## config.mk

```make
export PLATFORM = sky130hd
export DESIGN_NAME = aclk_gate_top
export DESIGN_NICKNAME = d
export VERILOG_FILES = /design/src/rtl/aclk_pkg.sv /design/src/rtl/aclk_sync.sv /design/src/rtl/aclk_mclk_gate.sv /design/src/rtl/aclk_serial_gen.sv /design/src/rtl/aclk_gate_top.sv
export SDC_FILE = /design/constraint.sdc
export NUM_CORES = 1
export LEC_CHECK = 0
export ABC_AREA = 1
export ABC_CLOCK_PERIOD_IN_PS = 3100
export CAP_MARGIN = 30
export CORE_UTILIZATION = 53
export DETAILED_ROUTE_END_ITERATION = 10
export PLACE_DENSITY = 0.89
export SYNTH_ARGS = -nofsm -noshare
export SYNTH_HDL_FRONTEND = slang
export SYNTH_SLANG_ARGS = --single-unit
```

## constraint.sdc

```tcl
create_clock -name clk_i -period 3.1 [get_ports clk_i]
set_input_delay 0.775 -clock clk_i [delete_from_list [all_inputs] [get_ports clk_i]]
set_output_delay 0.775 -clock clk_i [all_outputs]
set_load 0.02 [all_outputs]
```

## src/rtl/aclk_pkg.sv

```systemverilog
package aclk_pkg;

   localparam logic [3:0] FS_CODE_FIRST = 4'b1000;
   localparam int unsigned FS_CODE_COUNT = 5;

   typedef logic [2:0] fs_idx_t;

   typedef enum logic {
      GEN_IDLE = 1'b0,
      GEN_RUN  = 1'b1
   } gen_state_e;

   function automatic logic fs_code_ok(input logic [3:0] code);
      return (int'(code) >= int'(FS_CODE_FIRST)) &&
             (int'(code) <  int'(FS_CODE_FIRST) + int'(FS_CODE_COUNT));
   endfunction

endpackage

```

## src/rtl/aclk_sync.sv

```systemverilog
module aclk_sync #(
   parameter int unsigned WIDTH  = 1,
   parameter int unsigned STAGES = 2
) (
   input  logic             clk_i,
   input  logic             rst_ni,
   input  logic [WIDTH-1:0] d_i,
   output logic [WIDTH-1:0] q_o
);

   if (STAGES < 2) begin : g_bad_stages
      $error("aclk_sync: STAGES must be at least 2");
   end
   if (WIDTH < 1) begin : g_bad_width
      $error("aclk_sync: WIDTH must be at least 1");
   end

   logic [WIDTH-1:0] stage_q [STAGES];

   always_ff @(posedge clk_i or negedge rst_ni) begin
      if (!rst_ni) begin
         for (int i = 0; i < int'(STAGES); i++) stage_q[i] <= '0;
      end else begin
         stage_q[0] <= d_i;
         for (int i = 1; i < int'(STAGES); i++) stage_q[i] <= stage_q[i-1];
      end
   end

   assign q_o = stage_q[STAGES-1];

endmodule

```

## src/rtl/aclk_mclk_gate.sv

```systemverilog
module aclk_mclk_gate (
   input  logic clk_i,
   input  logic rst_ni,
   input  logic pwr_i,
   input  logic en_i,
   output logic mclk_o
);

   logic mclk_q;

   // A high phase always completes: a stop request only suppresses the next rise.
   always_ff @(posedge clk_i or negedge rst_ni) begin
      if (!rst_ni)      mclk_q <= 1'b0;
      else if (!pwr_i)  mclk_q <= 1'b0;
      else              mclk_q <= ~mclk_q & en_i;
   end

   assign mclk_o = mclk_q;

endmodule

```

## src/rtl/aclk_serial_gen.sv

```systemverilog
module aclk_serial_gen #(
   parameter int unsigned HALF_DIV    = 2,
   parameter int unsigned BITS_WIDE   = 64,
   parameter int unsigned BITS_NARROW = 32
) (
   input  logic clk_i,
   input  logic rst_ni,
   input  logic pwr_i,
   input  logic go_i,
   input  logic wide_i,
   output logic bclk_o,
   output logic lrclk_o
);
   import aclk_pkg::*;

   localparam int unsigned HW = (HALF_DIV > 1) ? $clog2(HALF_DIV) : 1;
   localparam int unsigned BW = $clog2(BITS_WIDE);
   localparam logic [BW-1:0] LAST_WIDE   = BW'(BITS_WIDE - 1);
   localparam logic [BW-1:0] LAST_NARROW = BW'(BITS_NARROW - 1);
   localparam logic [BW-1:0] MID_WIDE    = BW'(BITS_WIDE / 2 - 1);
   localparam logic [BW-1:0] MID_NARROW  = BW'(BITS_NARROW / 2 - 1);

   if (HALF_DIV < 1) begin : g_bad_div
      $error("aclk_serial_gen: HALF_DIV must be at least 1");
   end
   if (BITS_NARROW < 2 || BITS_NARROW >= BITS_WIDE ||
       (BITS_WIDE & (BITS_WIDE - 1)) != 0 ||
       (BITS_NARROW & (BITS_NARROW - 1)) != 0) begin : g_bad_bits
      $error("aclk_serial_gen: frame lengths must be powers of two, narrow < wide");
   end

   gen_state_e    state_q;
   logic [BW-1:0] bit_q;
   logic          wide_q;
   logic          bclk_q;
   logic          lr_q;
   logic          half_end;

   if (HALF_DIV == 1) begin : g_no_presc
      assign half_end = 1'b1;
   end else begin : g_presc
      logic [HW-1:0] cnt_q;
      always_ff @(posedge clk_i or negedge rst_ni) begin
         if (!rst_ni)                          cnt_q <= '0;
         else if (!pwr_i || state_q != GEN_RUN) cnt_q <= '0;
         else if (half_end)                     cnt_q <= '0;
         else                                   cnt_q <= cnt_q + 1'b1;
      end
      assign half_end = (cnt_q == HW'(HALF_DIV - 1));
   end

   logic last_bit;
   logic mid_bit;
   assign last_bit = (bit_q == (wide_q ? LAST_WIDE : LAST_NARROW));
   assign mid_bit  = (bit_q == (wide_q ? MID_WIDE : MID_NARROW));

   always_ff @(posedge clk_i or negedge rst_ni) begin
      if (!rst_ni) begin
         state_q <= GEN_IDLE;
         bit_q   <= '0;
         wide_q  <= 1'b1;
         bclk_q  <= 1'b0;
         lr_q    <= 1'b0;
      end else if (!pwr_i) begin
         state_q <= GEN_IDLE;
         bit_q   <= '0;
         bclk_q  <= 1'b0;
         lr_q    <= 1'b0;
      end else begin
         unique case (state_q)
            GEN_IDLE: begin
               if (go_i) begin
                  state_q <= GEN_RUN;
                  wide_q  <= wide_i;
               end
            end
            GEN_RUN: begin
               if (half_end) begin
                  bclk_q <= ~bclk_q;
                  if (bclk_q) begin
                     if (last_bit) begin
                        bit_q  <= '0;
                        lr_q   <= 1'b0;
                        wide_q <= wide_i;
                        if (!go_i) state_q <= GEN_IDLE;
                     end else begin
                        bit_q <= bit_q + 1'b1;
                        if (mid_bit) lr_q <= 1'b1;
                     end
                  end
               end
            end
            default: state_q <= GEN_IDLE;
         endcase
      end
   end

   assign bclk_o  = bclk_q;
   assign lrclk_o = lr_q;

endmodule

```

## src/rtl/aclk_gate_top.sv

```systemverilog
module aclk_gate_top #(
   parameter int unsigned BCLK_HALF_DIV     = 2,
   parameter int unsigned FRAME_BITS_WIDE   = 64,
   parameter int unsigned FRAME_BITS_NARROW = 32,
   parameter int unsigned SYNC_STAGES       = 2
) (
   input  logic       clk_i,
   input  logic       rst_ni,
   input  logic       pll_pwr_i,
   input  logic       dac_pwr_i,
   input  logic       lock_i,
   input  logic       master_i,
   input  logic       mclk_en_i,
   input  logic       rate64_i,
   input  logic [3:0] fs_code_i,
   output logic       mclk_o,
   output logic       bclk_o,
   output logic       lrclk_o,
   output logic       clk_oe_o,
   output logic [2:0] fs_idx_o,
   output logic       fs_bad_o
);
   import aclk_pkg::*;

   localparam int unsigned NCTRL = 6;

   logic [NCTRL-1:0] ctrl_raw;
   logic [NCTRL-1:0] ctrl_s;
   logic             pll_s, dac_s, lock_s, master_s, en_s, rate_s;
   logic             pwr_s;
   logic             oe_q;

   assign ctrl_raw = {pll_pwr_i, dac_pwr_i, lock_i, master_i, mclk_en_i, rate64_i};

   aclk_sync #(.WIDTH(NCTRL), .STAGES(SYNC_STAGES)) u_sync (
      .clk_i  (clk_i),
      .rst_ni (rst_ni),
      .d_i    (ctrl_raw),
      .q_o    (ctrl_s)
   );

   assign {pll_s, dac_s, lock_s, master_s, en_s, rate_s} = ctrl_s;
   assign pwr_s = pll_s & dac_s;

   aclk_mclk_gate u_mclk (
      .clk_i  (clk_i),
      .rst_ni (rst_ni),
      .pwr_i  (pwr_s),
      .en_i   (en_s),
      .mclk_o (mclk_o)
   );

   aclk_serial_gen #(
      .HALF_DIV    (BCLK_HALF_DIV),
      .BITS_WIDE   (FRAME_BITS_WIDE),
      .BITS_NARROW (FRAME_BITS_NARROW)
   ) u_gen (
      .clk_i   (clk_i),
      .rst_ni  (rst_ni),
      .pwr_i   (pwr_s),
      .go_i    (lock_s & master_s),
      .wide_i  (rate_s),
      .bclk_o  (bclk_o),
      .lrclk_o (lrclk_o)
   );

   always_ff @(posedge clk_i or negedge rst_ni) begin
      if (!rst_ni) oe_q <= 1'b0;
      else         oe_q <= master_s;
   end
   assign clk_oe_o = oe_q;

   assign fs_bad_o = ~fs_code_ok(fs_code_i);
   assign fs_idx_o = fs_code_ok(fs_code_i) ? fs_idx_t'(fs_code_i - FS_CODE_FIRST) : '0;

endmodule

```

==> results.txt <==
Routed WL: 1670 µm
FF-to-FF End: u_gen.lrclk_o
endpoints failing setup: 0
Setup crit start kind: input port
Sequential Power Share: 63.8%
H-tree Lvls: 1
gr usage total: 18.2%
Comb pwr share: 11.3%
fin nets: 142
CP Data Arrival Time: 2.16 ns
CTS tree: built
port bufs: 19
Max stage delay on crit path: 0.59 ns
via-per-instance ratio: 4.86
Final Wtd Congestion: 0.792
R2R Path Start: u_gen.bit_q[0]
maximum vdd drop: 0.432 mV
fin crit share: 94.8%
layout cell share with drive strength beyond 1: 12.5%
clock power share: 24.9%
Tightest Pin Transition: 0.306 ns
WL per Instance: 10.9 µm
Final Skew: 0.0129 ns
Skew-Pair Late Insertion Delay: 0.30 ns
most frequent cells in the layout: nand2_1 (24), dfrtp_1 (24), nor2_1 (17), clkdlybuf4s50_1 (17), inv_1 (9)
DRC violations left: 0
diodes inserted: 0
clk sinks: 25
Leak: 0.611 nW
largest net degree at the start of global routing: 26
number of cell rows: 15
Worst path slowest cell: clkdlybuf4s50_1
Crit. Startpoint: fs_code_i[1]
R2R cell count: 6
clock root cell: clkbuf_4
fin crit period: 2.94 ns
Post-Syn Instances: 104
initial antenna violation count: 0
IO Count: 20
Syn Area/Cell: 9.66 µm²
postcts setup bufs: 0
vias in the first global route: 702
Placement Cell Area: 1230 µm²
Hold Slack: 0.361 ns
first-pass GRT wire length: 2650 µm
switching power: 126 µW
DRT iter0 DRCs: 4
Pint: 419 µW
Detail Placement HPWL: 1330 µm
Ys Warns: 0
Mapped Area: 1000 µm²
power per cell area: 431 nW/µm²
drt pass-1 iters: 3
crit path capture: fs_idx_o[2]
CP endpoint kind: output pin
flops & latches, synth: 25
final instance area: 1260 µm²
Yosys cell types: 19
clock buffer depth: 2
synth-to-layout area growth: 25.9%
total CTS buffers: 3
maxcap violations: 0
R2R setup slack: 1.79 ns
Antenna Nets Post-Route: 0
die height: 45.5 µm
hold buffers post-CTS: 0
post_cts resized: 0
Crit Path Max Fanout: 2
sequential cell area fraction in the yosys report: 62.4%
via count: 744
DIE AREA: 2070 µm²
CP most frequent cell: clkdlybuf4s50_1
unrepaired setup endpoints after global routing: false
die width: 45.5 µm
CORE AREA: 1750 µm²
Post-Syn Nets: 117
switching share of power: 23.1%
gr ovfl total: 0
Worst-path clk slew: 0.11 ns
Setup TNS: 0 ns
Initial Utilization: 57.6%
Max transition margin: 79.6%
Final Hold Viols: 0
Worst Path Required: 2.32 ns
status: finished clean
fmax: 0.340 GHz
kind of critical path: input port to output pin
Filler cells: 131
Hold Crit Class: flop to flop
Max Slew Vio Count: 0
crit path cell chain: clkdlybuf4s50_1, o21ai_0, nand3_1, inv_1, clkdlybuf4s50_1
[critical path: cells and delay by family]
family,cells,cell delay [ns]
buffers and inverters,3,1.08
AOI/OAI and AO/OA,1,0.22
and+or+nand+nor,1,0.10
[registers in the layout (all words and copies together) (netlist names)]
signal / flops
u_mclk.mclk_o: 1
u_sync.q_o: 6
u_gen.wide_q: 1
u_gen.state_q: 1
u_sync.stage_q: 6
u_gen.bit_q: 6
u_gen.g_presc.cnt_q: 1
u_gen.bclk_o: 1
u_gen.lrclk_o: 1
clk_oe_o: 1
[kinds of logic (layout without fill, tap and decap cells)]
group,after synthesis,count (layout),share of synthesized area (%)
AND/OR/NAND/NOR,58,58,26.8
flip-flops,25,25,62.4
buffers and inverters,11,35,4.36
AO/OA/AOI/OAI,9,9,5.23
adder cells (fa/ha/maj),1,1,1.25
[synth_stat cells]
cell type,number,area [µm²]
a21oi_1,5,25.0
dfrtp_1,24,601
dfstp_2,1,26.3
ha_1,1,12.5
inv_1,9,33.8
inv_2,1,3.75
inv_4,1,6.26
nand2_1,24,90.1
nand2_2,1,6.26
nand2_4,1,11.3
nand3_1,8,40.0
nand3_2,1,10.0
nand3_4,1,17.5
nand4_1,1,6.26
nor2_1,17,63.8
nor2_2,3,18.8
nor3_1,1,5.00
o21ai_0,2,10.0
o21ai_2,2,17.5
[final cells by class]
cell class	count	area [µm²]	share of cell area (%)
Multi-Input combinational cell	68	334	26.4
Tap cell	25	31.3	2.47
Inverter	11	43.8	3.46
Sequential cell	25	627	49.6
Clock buffer	4	26.3	2.08
Timing Repair Buffer	20	203	16.0
[metrics by stage]
stage / utilization, % / total power [mW] / setup WS, ns / instances
2_1_floorplan: - / 0.380 / 0.824 / 104
3_3_place_gp: 70.7 / 0.413 / 0.134 / 149
3_5_place_dp: 70.7 / 0.417 / 0.0592 / 149
4_1_cts: 72.2 / 0.551 / 0.0609 / 153
5_1_grt: 72.5 / 0.569 / 0.0922 / 153
6_report: 72.5 / 0.545 / 0.160 / 153
[worst min-delay path by stage]
stage	start	endpoint	cells past startpoint
after CTS	u_sync.stage_q[6]	u_sync.q_o[0]	0
final	u_sync.stage_q[6]	u_sync.q_o[0]	0
after detailed placement	u_sync.stage_q[6]	u_sync.q_o[0]	0
after global routing	u_sync.stage_q[6]	u_sync.q_o[0]	0
after floorplan	u_sync.stage_q[6]	u_sync.q_o[0]	0
after global placement	u_sync.stage_q[11]	u_sync.q_o[5]	0
[power by group through the flow]
stage          clock [mW]  combinational [mW]  sequential (mW)
3_3_place_gp            0              0.0593            0.353
5_1_grt             0.152              0.0678            0.349
3_5_place_dp            0              0.0624            0.354
6_report            0.136              0.0613            0.348
4_1_cts             0.140              0.0626            0.348
2_1_floorplan           0              0.0267            0.354
[per-layer routing]
| layer | share of wire [%] | GRT usage [%] | vias up | wire length [µm] |
|---|---|---|---|---|
| met5 | 0 | 0 | - | 0 |
| met4 | 0.60 | 7.88 | 0 | 10 |
| met3 | 5.5 | 3.17 | 2 | 92 |
| met2 | 54 | 34.6 | 19 | 900 |
| met1 | 40 | 19.3 | 346 | 667 |
| li1 | - | - | 377 | - |
(Power assumes the default switching activity.)
